<file path="src/rtl/pirq_pkg.sv">
package pirq_pkg;
  localparam int PIRQ_AW = 12;

  localparam logic [PIRQ_AW-1:0] OFS_STATUS  = 12'h100;
  localparam logic [PIRQ_AW-1:0] OFS_MASK    = 12'h104;
  localparam logic [PIRQ_AW-1:0] OFS_MSK_SET = 12'h108;
  localparam logic [PIRQ_AW-1:0] OFS_MSK_CLR = 12'h10C;

  typedef enum logic [2:0] {
    ACC_NONE,
    ACC_STATUS,
    ACC_MASK,
    ACC_MSK_SET,
    ACC_MSK_CLR
  } acc_e;

  function automatic acc_e decode_ofs(input logic [PIRQ_AW-1:0] ofs);
    case (ofs)
      OFS_STATUS:  decode_ofs = ACC_STATUS;
      OFS_MASK:    decode_ofs = ACC_MASK;
      OFS_MSK_SET: decode_ofs = ACC_MSK_SET;
      OFS_MSK_CLR: decode_ofs = ACC_MSK_CLR;
      default:     decode_ofs = ACC_NONE;
    endcase
  endfunction
endpackage

</file>
<file path="src/rtl/pirq_regdec.sv">
module pirq_regdec
  import pirq_pkg::*;
#(
  parameter int NSRC = 32,
  parameter int AW   = PIRQ_AW
) (
  input  logic            wr_en_i,
  input  logic [AW-1:0]   wr_addr_i,
  input  logic [NSRC-1:0] wr_data_i,
  output logic [NSRC-1:0] stat_clr_o,
  output logic [NSRC-1:0] msk_set_o,
  output logic [NSRC-1:0] msk_clr_o
);
  acc_e wr_kind;

  always_comb begin
    wr_kind    = wr_en_i ? decode_ofs(wr_addr_i) : ACC_NONE;
    stat_clr_o = '0;
    msk_set_o  = '0;
    msk_clr_o  = '0;
    case (wr_kind)
      ACC_STATUS:  stat_clr_o = wr_data_i;
      ACC_MSK_SET: msk_set_o  = wr_data_i;
      ACC_MSK_CLR: msk_clr_o  = wr_data_i;
      default: ;
    endcase
  end
endmodule

</file>
<file path="src/rtl/pirq_capture.sv">
module pirq_capture #(
  parameter int NSRC = 32,
  parameter int NLVL = 4
) (
  input  logic            clk,
  input  logic            rst_n,
  input  logic [NSRC-1:0] src_i,
  input  logic [NSRC-1:0] stat_clr_i,
  output logic [NSRC-1:0] status_o
);
  localparam logic [NSRC-1:0] EDGE_BITS = {{(NSRC-NLVL){1'b1}}, {NLVL{1'b0}}};

  function automatic logic [NSRC-1:0] rising(input logic [NSRC-1:0] cur,
                                            input logic [NSRC-1:0] prev);
    rising = cur & ~prev;
  endfunction

  function automatic logic [NSRC-1:0] sticky_next(input logic [NSRC-1:0] held,
                                                 input logic [NSRC-1:0] set_v,
                                                 input logic [NSRC-1:0] clr_v);
    sticky_next = (set_v | (held & ~clr_v)) & EDGE_BITS;
  endfunction

  logic [NSRC-1:0] src_q;
  logic [NSRC-1:0] sticky_q;
  logic [NSRC-1:0] rise_w;
  logic [NSRC-1:0] clr_w;

  assign rise_w = rising(src_i, src_q) & EDGE_BITS;
  assign clr_w  = stat_clr_i & EDGE_BITS;

  always_ff @(posedge clk) begin
    if (!rst_n) begin
      src_q    <= '0;
      sticky_q <= '0;
    end else begin
      src_q    <= src_i;
      sticky_q <= sticky_next(sticky_q, rise_w, clr_w);
    end
  end

  for (genvar b = 0; b < NSRC; b++) begin : g_bit
    if (b < NLVL) begin : g_lvl
      assign status_o[b] = src_i[b];
    end else begin : g_edge
      assign status_o[b] = sticky_q[b];
    end
  end

  // an edge always leaves its bit set, even against a clear
  p_edge_sets_r5: assert property (@(posedge clk) disable iff (!rst_n)
    (|rise_w) |=> ((status_o & $past(rise_w)) == $past(rise_w)));

  // a pending bit with no clear aimed at it holds
  p_sticky_hold_r4: assert property (@(posedge clk) disable iff (!rst_n)
    (|(sticky_q & ~clr_w)) |=> ((sticky_q & $past(sticky_q & ~clr_w)) == $past(sticky_q & ~clr_w)));

  // without an edge, a cleared bit reads 0
  p_clear_works_r4: assert property (@(posedge clk) disable iff (!rst_n)
    (|(clr_w & ~rise_w)) |=> ((sticky_q & $past(clr_w & ~rise_w)) == '0));
endmodule

</file>
<file path="src/rtl/pirq_mask.sv">
module pirq_mask #(
  parameter int NSRC = 32
) (
  input  logic            clk,
  input  logic            rst_n,
  input  logic [NSRC-1:0] set_i,
  input  logic [NSRC-1:0] clr_i,
  output logic [NSRC-1:0] mask_o
);
  function automatic logic [NSRC-1:0] mask_next(input logic [NSRC-1:0] cur,
                                               input logic [NSRC-1:0] s,
                                               input logic [NSRC-1:0] c);
    mask_next = (cur | s) & ~c;
  endfunction

  logic [NSRC-1:0] mask_q;

  always_ff @(posedge clk) begin
    if (!rst_n) mask_q <= '1;
    else        mask_q <= mask_next(mask_q, set_i, clr_i);
  end

  assign mask_o = mask_q;

  // set strobes land
  p_set_lands_r2: assert property (@(posedge clk) disable iff (!rst_n)
    (|set_i) |=> ((mask_q & $past(set_i)) == $past(set_i)));

  // clear strobes land
  p_clr_lands_r2: assert property (@(posedge clk) disable iff (!rst_n)
    (|clr_i) |=> ((mask_q & $past(clr_i)) == '0));

  // no strobe, no change
  p_mask_stable_r2: assert property (@(posedge clk) disable iff (!rst_n)
    (set_i == '0 && clr_i == '0) |=> $stable(mask_q));
endmodule

</file>
<file path="src/rtl/pirq_ctrl.sv">
module pirq_ctrl
  import pirq_pkg::*;
#(
  parameter int NSRC = 32,
  parameter int NLVL = 4,
  parameter int AW   = PIRQ_AW
) (
  input  logic            clk,
  input  logic            rst_n,
  input  logic [NSRC-1:0] src_i,
  input  logic            wr_en_i,
  input  logic [AW-1:0]   wr_addr_i,
  input  logic [NSRC-1:0] wr_data_i,
  input  logic [AW-1:0]   rd_addr_i,
  output logic [NSRC-1:0] rd_data_o,
  output logic            irq_o
);
  function automatic logic summary(input logic [NSRC-1:0] st,
                                   input logic [NSRC-1:0] mk);
    summary = |(st & ~mk);
  endfunction

  logic [NSRC-1:0] stat_clr_w;
  logic [NSRC-1:0] msk_set_w;
  logic [NSRC-1:0] msk_clr_w;
  logic [NSRC-1:0] status_w;
  logic [NSRC-1:0] mask_w;
  logic            pend_w;
  logic            irq_q;

  pirq_regdec #(.NSRC(NSRC), .AW(AW)) u_dec (
    .wr_en_i   (wr_en_i),
    .wr_addr_i (wr_addr_i),
    .wr_data_i (wr_data_i),
    .stat_clr_o(stat_clr_w),
    .msk_set_o (msk_set_w),
    .msk_clr_o (msk_clr_w)
  );

  pirq_capture #(.NSRC(NSRC), .NLVL(NLVL)) u_cap (
    .clk       (clk),
    .rst_n     (rst_n),
    .src_i     (src_i),
    .stat_clr_i(stat_clr_w),
    .status_o  (status_w)
  );

  pirq_mask #(.NSRC(NSRC)) u_msk (
    .clk   (clk),
    .rst_n (rst_n),
    .set_i (msk_set_w),
    .clr_i (msk_clr_w),
    .mask_o(mask_w)
  );

  assign pend_w = summary(status_w, mask_w);

  always_ff @(posedge clk) begin
    if (!rst_n) irq_q <= 1'b0;
    else        irq_q <= pend_w;
  end

  assign irq_o = irq_q;

  always_comb begin
    case (decode_ofs(rd_addr_i))
      ACC_STATUS: rd_data_o = status_w;
      ACC_MASK:   rd_data_o = mask_w;
      default:    rd_data_o = '0;
    endcase
  end

  // a fully masked word keeps the line low
  p_masked_quiet_r6: assert property (@(posedge clk) disable iff (!rst_n)
    (&mask_w) |=> !irq_o);

  // an unmasked pending bit raises the line next cycle
  p_pend_raises_r6: assert property (@(posedge clk) disable iff (!rst_n)
    (|(status_w & ~mask_w)) |=> irq_o);
endmodule

</file>
<file path="config.mk">
export PLATFORM = sky130hd
export DESIGN_NAME = pirq_ctrl
export DESIGN_NICKNAME = d
export VERILOG_FILES = /design/src/rtl/pirq_pkg.sv /design/src/rtl/pirq_regdec.sv /design/src/rtl/pirq_capture.sv /design/src/rtl/pirq_mask.sv /design/src/rtl/pirq_ctrl.sv
export SDC_FILE = /design/constraint.sdc
export NUM_CORES = 1
export LEC_CHECK = 0
export BUFFER_PORTS_ARGS = -buffer_cell sky130_fd_sc_hd__buf_2
export CORE_UTILIZATION = 46
export CTS_CLUSTER_DIAMETER = 200
export CTS_CLUSTER_SIZE = 12
export DETAILED_ROUTE_END_ITERATION = 8
export PLACE_DENSITY = 0.69
export SLEW_MARGIN = 30
export SYNTH_ARGS = -nofsm -noshare
export SYNTH_HDL_FRONTEND = slang
export SYNTH_SLANG_ARGS = --single-unit
export TNS_END_PERCENT = 50
</file>
<file path="constraint.sdc">
create_clock -name clk -period 3.4 [get_ports clk]
set_input_delay 0.68 -clock clk [delete_from_list [all_inputs] [get_ports clk]]
set_output_delay 0.68 -clock clk [all_outputs]
set_load 0.03 [all_outputs]
</file>
==> flow_summary.ini <==
[worst_setup_path]
crit_fanout = 24
reg2reg_depth = 3
critPathCaptureType = output pin
arrival_ns = 2.15
r2r_setup_slack_ns = 2.23
critical_path_class = input pin to output pin
r2r-start = u_msk.mask_o[16]$_SDFF_PN1_
critPathLaunchType = input pin
worst_ep_required_time_ns = 2.72
regToRegEndpoint = irq_o$_SDFF_PN0_

[clock_tree]
cts-resized-gates = 0
clock-sinks = 89
post_cts_buffers = 0
clock_latency_ns = 0.36
cts-root-buf = clkbuf_8
holdBufCountCts = 0
clkSlewWorstSetupHoldPaths_ns = 0.10
cts_buffers = 9
ctsLongestPathBuffers = 2
cts_htree_levels = 3
cts_tree = built

[route]
drt_wl_total_mm = 10.96
avgViaCountPerCell = 5.543
wire_per_inst_um = 16.12
drtAntennaViolNets = 0
vias = 3769
drc = 0
drtIter0Drc = 197
drt-pass1-iter-count = 4

[grt]
grt_pass1_vias = 3447
grt_start_max_net_pins = 43
antenna_found_initial = 0
grt_pass1_wl_mm = 16.94
gr-total-overflow = 0
grt_use_total = 0.2425

[synthesis]
synth_largest_area_cell = dfxtp_1
async_reset_ff_frac = 0
synthTopCellsByArea = dfxtp_1, nor2b_1, a22o_1
ys_seq_area_frac = 0.4405
synth_cell_types = 23
synth.top_cell.area_share = 0.4405
synth_fp_nets = 550
ys_ff_latch = 89
yosys_warnings = 0
syn_inst = 459
synth_edf_count = 0
avgSynthCellArea_um2 = 8.813
synth_area_um2 = 4045
ys.flop_type = dfxtp_1

[die]
ios = 124
rows = 33
start_util = 0.4826
fp.dieH_um = 95.78
dieArea_um2 = 9173
dieWidth_um = 95.78
core-area_um2 = 8382

[hold_path]
hold_depth = 2
holdCritStartpoint = wr_data_i[3]
hold_class = input pin to register
hold-path-endpoint = u_msk.mask_o[3]$_SDFF_PN1_

[timing]
fmax_ghz = 0.3530
period_share = 0.8331
hold-worst-slack_ns = 0.4927
fin_setup_tns_ns = 0
setup_viol = 0
min_period_ns = 2.833
rsz0062_at_grt = no
slew_violations = 0
finalHoldViolCount = 0
relSlewSlack = 0.5345
fin_worst_skew_ns = 0.01151
worst_slew_pin_slew_ns = 0.6951

[layout]
synthToLayoutAreaGrowth_pct = 21.53
layout-drive-gt1-share = 0.2835
fillers = 802
diodes = 0
fin_nets = 661

[placed_design]
port_buffers = 123
place_congestion = 0.7828
hpwl_mm = 7.312

[power_and_ir_drop]
peakVddDrop_mv = 0.2128
power.density_nw_per_um2 = 432.7
leakagePower_nw = 2.239

[run]
drv_cap = 0

[run_status]
outcome = finished, final reports clean
-- cell usage in the layout (no fill, tap or decap), types with 16 or more instances in the layout --
cell type  synthesis  final
and3_1            33     33
a21oi_1           50     50
a211oi_1          32     32
buf_2              9    123
nor2b_1           57     56
o22ai_1           16     16
inv_1             34     33
dfxtp_1           89     89
a22o_1            32     32
and2_1            29     29
o21ai_0           28     28
-- cells in the mapped netlist, drive strengths merged (15+ instances only) --
master / count
a211oi: 32
a21oi: 60
a22o: 32
and2: 29
and3: 33
buf: 17
clkbuf: 15
dfxtp: 89
inv: 34
nor2b: 57
o21ai: 28
o22ai: 16
-- logic make-up after synthesis --
group | after synthesis | share of synthesized area
AOI/OAI and AO/OA | 169 | 0.2737
buffers and inverters | 66 | 0.07825
DFF | 89 | 0.4405
and+or+nand+nor | 135 | 0.2075
-- area by class of cell --
class | count | area [um^2] | area share
clock buffer | 10 | 137.6 | 0.02800
clock inverter | 6 | 90.09 | 0.01833
inverter | 34 | 127.6 | 0.02596
multi-input combinational | 304 | 1964 | 0.3996
sequential | 89 | 1782 | 0.3624
tap | 105 | 131.4 | 0.02672
timing repair buffer | 132 | 683.2 | 0.1390
-- how the worst max path moves through the flow --
stage,from,slack (ns),end
global route,rd_addr_i[5],0.45,rd_data_o[9]
global placement,rd_addr_i[5],0.61,rd_data_o[9]
detailed placement,rd_addr_i[5],0.53,rd_data_o[9]
CTS,rd_addr_i[5],0.54,rd_data_o[9]
floorplan,rd_addr_i[1],0.92,rd_data_o[10]
finish,rd_addr_i[5],0.57,rd_data_o[9]
-- metal layers --
layer,track usage,vias up,wire (um)
met5,0,-,0
met4,0.09453,0,197
met3,0.04265,17,758
met2,0.3887,154,5104
met1,0.3245,1737,4901
li1,-,1861,-
-- critical path, stage by stage --
cell	delay, ns
buf_2	0.09
nor4_1	0.28
nand4_1	0.21
nor2_2	0.15
buf_4	0.31
a22o_1	0.22
buf_2	0.20
-- metrics by stage --
step / cell area [um^2] / utilization / cells / worst slack, ns / total power, mW
after floorplan: 4045 / - / 459 / 0.9214 / 1.221
after global placement: 4683 / 0.5587 / 664 / 0.6128 / 1.307
after detailed placement: 4688 / 0.5593 / 664 / 0.5347 / 1.314
after CTS: 4916 / 0.5865 / 680 / 0.5391 / 2.139
after global routing: 4916 / 0.5865 / 680 / 0.4451 / 2.203
final: 4916 / 0.5865 / 680 / 0.5675 / 2.127
-- flip-flops by register name, indices dropped and copies added, names as in the netlist --
signal and count:
u_cap.src_q 28, u_cap.sticky_q 28, irq_o 1, u_msk.mask_o 32
-- power by group --
group / switching [mW] / leakage, nW / internal (mW)
combinational: 0.0944 / 1.39 / 0.0869
clock: 0.398 / 0.113 / 0.437
sequential: 0.0257 / 0.734 / 1.09
total: 0.518 / 2.24 / 1.61
Note: power is estimated with default switching activity, not from simulation.
